### src/rtl/evt_prio_sel.sv
module evt_prio_sel #(
  parameter int NCTX = 4,
  parameter int NIRQ = 8,
  localparam int CW = (NCTX > 1) ? $clog2(NCTX) : 1,
  localparam int IW = (NIRQ > 1) ? $clog2(NIRQ) : 1
) (
  input  logic              clk,
  input  logic              rst_n,
  input  logic [NCTX*7-1:0] evt_set,
  input  logic              clr_we,
  input  logic [CW-1:0]     clr_ctx,
  input  logic [6:0]        clr_mask,
  input  logic              cfg_we,
  input  logic              cfg_pri,
  input  logic [CW-1:0]     cfg_ctx,
  input  logic [31:0]       cfg_data,
  input  logic [NIRQ-1:0]   irq_lines,
  input  logic [NIRQ*CW-1:0] irq_route,
  output logic [NCTX*3-1:0] cur_evt,
  output logic [NCTX-1:0]   evt_pend,
  output logic [IW-1:0]     irq_top,
  output logic              irq_any
);

  localparam logic [2:0] IDLE = 3'd7;

  logic [6:0]      pend_q [NCTX];
  logic [6:0]      en_q   [NCTX];
  logic [20:0]     pri_q  [NCTX];
  logic [2:0]      cur_q  [NCTX];
  logic [NCTX-1:0] irq_hit;
  logic [IW-1:0]   top_d;

  function automatic logic [2:0] pick(input logic [6:0] act, input logic [20:0] pri);
    logic       found;
    logic [2:0] bp;
    logic [2:0] sel;
    found = 1'b0;
    bp    = 3'd0;
    sel   = IDLE;
    for (int k = 0; k < 7; k++) begin
      if (act[k] && (!found || pri[3*k +: 3] < bp)) begin
        found = 1'b1;
        bp    = pri[3*k +: 3];
        sel   = 3'(k);
      end
    end
    return sel;
  endfunction

  always_comb begin
    irq_hit = '0;
    for (int l = 0; l < NIRQ; l++)
      if (irq_lines[l]) irq_hit[irq_route[l*CW +: CW]] = 1'b1;
  end

  always_comb begin
    top_d = '0;
    for (int l = NIRQ - 1; l >= 0; l--)
      if (irq_lines[l]) top_d = IW'(l);
  end

  always_ff @(posedge clk) begin
    if (!rst_n) begin
      irq_top <= '0;
      irq_any <= 1'b0;
    end else begin
      irq_top <= top_d;
      irq_any <= |irq_lines;
    end
  end

  for (genvar c = 0; c < NCTX; c++) begin : g_ctx
    logic [6:0] clr_c, set_c;
    assign clr_c = (clr_we && clr_ctx == CW'(c)) ? clr_mask : 7'd0;
    assign set_c = evt_set[c*7 +: 7] | {2'b00, irq_hit[c], 4'b0000};

    always_ff @(posedge clk) begin
      if (!rst_n) begin
        pend_q[c] <= '0;
        en_q[c]   <= '0;
        pri_q[c]  <= '0;
        cur_q[c]  <= IDLE;
      end else begin
        pend_q[c] <= (pend_q[c] & ~clr_c) | set_c;
        if (cfg_we && cfg_ctx == CW'(c)) begin
          if (cfg_pri) pri_q[c] <= cfg_data[20:0];
          else         en_q[c]  <= cfg_data[6:0];
        end
        cur_q[c] <= pick(pend_q[c] & en_q[c], pri_q[c]);
      end
    end

    assign evt_pend[c]        = |(pend_q[c] & en_q[c]);
    assign cur_evt[c*3 +: 3]  = cur_q[c];

    p_idle_r5: assert property (@(posedge clk) disable iff (!rst_n)
      !evt_pend[c] |=> cur_evt[c*3 +: 3] == IDLE);

    p_busy_r3: assert property (@(posedge clk) disable iff (!rst_n)
      evt_pend[c] |=> cur_evt[c*3 +: 3] != IDLE);

    p_pick_enabled_r2: assert property (@(posedge clk) disable iff (!rst_n)
      cur_q[c] != IDLE |-> ((($past(pend_q[c] & en_q[c])) >> cur_q[c]) & 7'd1) != 7'd0);

    p_full_clear_r6: assert property (@(posedge clk) disable iff (!rst_n)
      (clr_c == 7'h7f && evt_set[c*7 +: 7] == 7'd0 && !irq_hit[c]) |=> !evt_pend[c]);
  end

  p_irq_idle_r7: assert property (@(posedge clk) disable iff (!rst_n)
    irq_lines == '0 |=> !irq_any);

  p_irq_real_r7: assert property (@(posedge clk) disable iff (!rst_n)
    irq_any |-> (($past(irq_lines) >> irq_top) & NIRQ'(1)) != '0);

endmodule

### config.mk
export PLATFORM = sky130hd
export DESIGN_NAME = evt_prio_sel
export DESIGN_NICKNAME = d
export VERILOG_FILES = /design/src/rtl/evt_prio_sel.sv
export SDC_FILE = /design/constraint.sdc
export NUM_CORES = 1
export LEC_CHECK = 0
export BUFFER_PORTS_ARGS = -buffer_cell sky130_fd_sc_hd__buf_2
export CAP_MARGIN = 25
export CORE_UTILIZATION = 59
export DETAILED_ROUTE_END_ITERATION = 6
export PLACE_DENSITY = 0.83
export SETUP_SLACK_MARGIN = 0.5
export SYNTH_ARGS = -nofsm -noshare
export SYNTH_HDL_FRONTEND = slang
export SYNTH_SLANG_ARGS = --single-unit
### constraint.sdc
create_clock -name clk -period 9.9 [get_ports clk]
set_input_delay 0.99 -clock clk [delete_from_list [all_inputs] [get_ports clk]]
set_output_delay 0.99 -clock clk [all_outputs]
set_load 0.01 [all_outputs]
# Word-level counts from Yosys, hierarchy flattened
# Memories as Yosys holds them, arrays and structs flattened.
# Cells that the tools add are included.
# word_totals
wordCells	403
inputBits	100
n_memories	4
ram_bits	152
output_inout_bits	20
reg_bits	4
# op_classes
n_lt_le_gt_ge	40
n_reduce_logical	98
bitwise	44
muxes	207
eq_ne	6
# mem_list
memory	depth	word_bits	rd	rd_ports_with_merged_regs	wr	line_no	text
pri_q	4	21	4	0	4	29	logic [20:0] pri_q [NCTX];
en_q	4	7	4	0	4	28	logic [6:0] en_q [NCTX];
pend_q	4	7	4	0	4	27	logic [6:0] pend_q [NCTX];
cur_q	4	3	4	0	4	30	logic [2:0] cur_q [NCTX];
# ops
operator	n
two-way mux 3 bit	88
two-way mux 1 bit	85
two-way mux 21 bit	4
two-way mux 7 bit	12
< comparator 3 bit	24
AND 7 bit	8
logical AND 1 bit	40
two-way mux 4 bit	8
inverter 7 bit	4
bitwise OR 4 bit	7
bitwise OR 7 x 5 -> 7 bit	4
bitwise OR 7 bit	4
OR reduction 7 bit	4
zero test 1 bit	24
logical OR 1 bit	24
< comparator 2 x 3 -> 1 bit (second input constant)	8
demux 1 bit (select 2 bit)	8
greater-or-equal comparator 2 x 1 -> 1 bit (second input constant)	8
bitwise OR 1 bit	16
equality test 2 bit (second input constant)	4
OR reduction 8 bit	1
OR reduction 5 bit	1
equality test 2 x 1 -> 1 bit (second input constant)	2
zero test 2 bit	2
4 further kinds	5

# Logic depth before layout (Yosys ltp)
# An unclocked memory read counts as a cell.
# logic_depth
ltp_word	35
ltp_mapped	42
mapped_depth_nobuf	41

# Least setup slack after synthesis
# No wires, ideal clock.
# synth_timing
kind	register -> register
from	mem pend_q[1][0]
to	mem cur_q[1][2]
n_path_buf	1
slack_ns	1.827
path_stages_with_launch	41
setup_ns	0.132
synth_period_minus_slack_ns	8.073
t_required_ns	9.768
arrival_time_ns	7.941
cell_sequence	dfxtp_1 -> and2_1 -> clkbuf_1 -> nand2_1 -> ha_1 -> a21oi_1 -> o21ai_0 -> mux2i_1 -> inv_1 -> ha_1 -> a21o_1 -> or3_1 -> o21ai_0 -> mux2i_1 -> ha_1 -> a21oi_1 -> o21ai_0 -> nor3_1 -> [5 not listed] -> nand2b_1 -> a21oi_1 -> a21o_1 -> or3_1 -> o21ai_1 -> mux2i_1 -> ha_1 -> a21o_1 -> a21oi_1 -> nor2_1 -> nor2_1 -> a31oi_2 -> mux2_2 -> ha_1 -> o2111ai_1 -> mux2i_1 -> nor3_1 -> or3b_2
# synth_rtl
element	line_no
start: declaration	27
end: declaration	30

==> run summary <==
CTS tree: done
Post-Synthesis Cells: 929
Number of DRC markers in iteration 0: 766
Vias: 7728
Slew margin rel.: 29.2%
Max Cap Violations: 0
Met1 GRT Util: 39.8%
Power Density: 172 nW/um^2
Post-place setup slack: 908 ps
Final min period: 8860 ps
Seq/Total Area, Yosys: 46.5%
Met2 Use GR: 52.8%
Post-synthesis mux area share: 3.21%
Post-synth top flop: edfxtp_1
Final #Nets: 1194
Post-synth EDFFs: 112
Num CTS Buffers: 17
Mapped cell area: 9130 sq um
Max stage delay on crit path: 540 ps
# fillers: 1099
Tcrit/Tclk final: 89.5%
Area after DPL: 9880 sq um
Row cnt: 45
Synth Area in Adders: 6.58%
Area share of and/or/nand/nor cells after synthesis: 22.9%
Grt total ovfl: 0
Synthesis-stage register bit count: 156
Nature of the critical path startpoint: register
Slew @ Worst Pin: 1050 ps
I/O Pins: 120
Crit path arrival time: 9180 ps
Vias in the first global route: 7143
Largest net degree at the start of global routing: 53
Worst vdd ir: 160 uV
Critical path peak fanout: 9
Slowest CP cell: nor3_1
Type of the most critical hold path: reg -> reg
Layout cell share with drive strength beyond 1: 16.5%
Htree depth: 4
Post-route cell area: 10600 sq um
Area grow syn2layout: 15.6%
Hpwl dp: 17400 microns
Die width: 126 microns
Initial Utilization: 60.3%
Routed wire per std cell: 19.9 microns
Largest family of logic cells by synthesized area: simple AND/OR/NAND/NOR gates
RSZ-0062 raised after global routing: true
Post-Syn Area per Cell: 9.83 sq um
Clk_lat worst skew: 430 ps
Max Clock Skew: 9.47 ps
Max-slew violation count: 0
Overall power: 1.82 mW
Routability cong.: 0.911
Setup_tns: 0 ps
Run status: finished, final reports clean
Final worst slack: 1040 ps
Chip Height: 126 microns
Peak Freq: 0.113 GHz
Most frequent cells in the layout: and2_1 (118), edfxtp_1 (112), buf_2 (110), nand2_1 (97), a21oi_1 (80)
First-pass GRT wire length: 37400 microns
Post-synthesis cell type count: 67
Compound-Gate Fraction of Synth Area: 18.5%
Hold Vio Cnt, Final: 0
Antenna violations before repair: 0
Setup Viol. Count Final: 0
Clk slew on worst S/H paths: 70 ps
Synth warn: 0
Post-Route WL: 24800 microns
Worst hold slack: 508 ps
Busiest grt layer: met2
All-Layer GR Usage: 31.4%
Die Area: 16000 sq um
Post-Layout Cell Count: 1248
I/O Buffers: 108
Synthesized net count: 1077
TritonRoute pass-1 iters: 5
GR Util met3: 5.69%
Hold Buf Count CTS: 0
Max Root-Sink Buffers: 2
CP Capture Type: register
Final Util: 69.7%
Setup Crit Path Kind: reg -> reg
Antenna violation net count after detailed routing: 0
Core footprint: 15100 sq um
Vias per inst: 6.19
Leak: 4.28 nW
Asr flop ratio synth: 0%
Placed cell count: 1212
WP data required: 10220 ps
Most common cell after layout, fill and taps aside: and2_1
Post-synthesis xor/xnor area fraction: 0%
Drc violations: 0
Clk sink count: 156
CTS root buf: clkbuf_16
## cell type report
cell class | instances | area (sq um) | area share [%]
clock inverter | 12 | 186 | 1.77
timing repair buffer | 116 | 603 | 5.71
tap | 188 | 235 | 2.23
inverter | 39 | 146 | 1.39
multi-input combinational | 716 | 4700 | 44.5
sequential | 156 | 4240 | 40.2
clock buffer | 20 | 447 | 4.23
antenna | 1 | 2.50 | 0.0237
## state kept, by name, summed over array words and instances, names as in the netlist
signal,cells
en_q,28
cur_q,12
pri_q,84
irq_top,3
irq_any,1
pend_q,28
## per-layer routing
layer / wire (microns) / share of wire [%]
met5: 0 / 0
met2: 11900 / 48
met1: 10400 / 42
met3: 1660 / 6.7
met4: 824 / 3.3
## critical path: cells and delay by family, from the launching register on
family                   cells  cell delay (ps)
multiplexers                 3              880
buffers and inverters        2              110
AO/OA/AOI/OAI               18             3640
AND/OR/NAND/NOR              9             2100
adder cells (fa/ha/maj)      6             1540
flip-flops                   1              470
## logic make-up (layout without fill, tap and decap cells)
| family | after synthesis | after routing |
|---|---|---|
| compound gates | 244 | 244 |
| simple gates | 396 | 396 |
| mux | 28 | 28 |
| flops | 156 | 156 |
| buf+inv | 57 | 187 |
| fa+ha+maj | 48 | 48 |
| other cells | 0 | 1 |
## cells in the mapped netlist (4+ instances only)
master	number	area (sq um)
o31ai_1	5	37.5
a211oi_1	10	75.1
nor2b_1	25	156
nor3b_1	9	67.6
nor3_1	36	180
a311o_1	4	40.0
o211a_1	4	40.0
mux2i_1	18	180
o2111ai_1	6	52.6
clkbuf_1	17	63.8
a21boi_0	5	37.5
nand3_1	22	110
a22o_1	6	52.6
dfxtp_1	44	881
nand2b_1	10	62.6
edfxtp_1	112	3360
a222oi_1	4	40.0
nand3b_1	8	60.1
o211ai_1	9	67.6
o21ai_0	29	145
nor2_1	47	176
inv_1	39	146
a31oi_1	6	37.5
a211o_1	6	52.6
a21o_1	18	135
mux2_2	8	90.1
ha_1	48	601
nand2_1	97	364
o21a_1	8	60.1
and2_1	118	738
a21oi_1	80	400
o311ai_0	5	43.8
o22ai_1	5	31.3
or3_1	6	37.5
## power breakdown
part           total [mW]  switching, mW  internal (mW)
registers           0.782         0.0339          0.748
logic               0.337          0.198          0.139
clock network       0.702          0.270          0.432
## worst paths after layout
| check | start | end | slack, ps | cells past startpoint |
|---|---|---|---|---|
| max | en_q[2][0]$_SDFFCE_PN0P_ | cur_q[2][0]$_SDFF_PN1_ | 1040 | 38 |
| min | pend_q[0][6]$_SDFF_PN0_ | pend_q[0][6]$_SDFF_PN0_ | 510 | 2 |
| max reg2reg | en_q[2][0]$_SDFFCE_PN0P_ | cur_q[2][0]$_SDFF_PN1_ | 1040 | 38 |
| min reg2reg | pend_q[0][6]$_SDFF_PN0_ | pend_q[0][6]$_SDFF_PN0_ | 510 | 2 |
## what timing repair did
| action | 4_1_cts | 5_1_grt |
|---|---|---|
| endpoints found under the setup margin | 0 | 7 |
| buffers inserted | 0 | 0 |
| resized for setup | 0 | 7 |
Note: power is estimated with default switching activity, not from simulation.
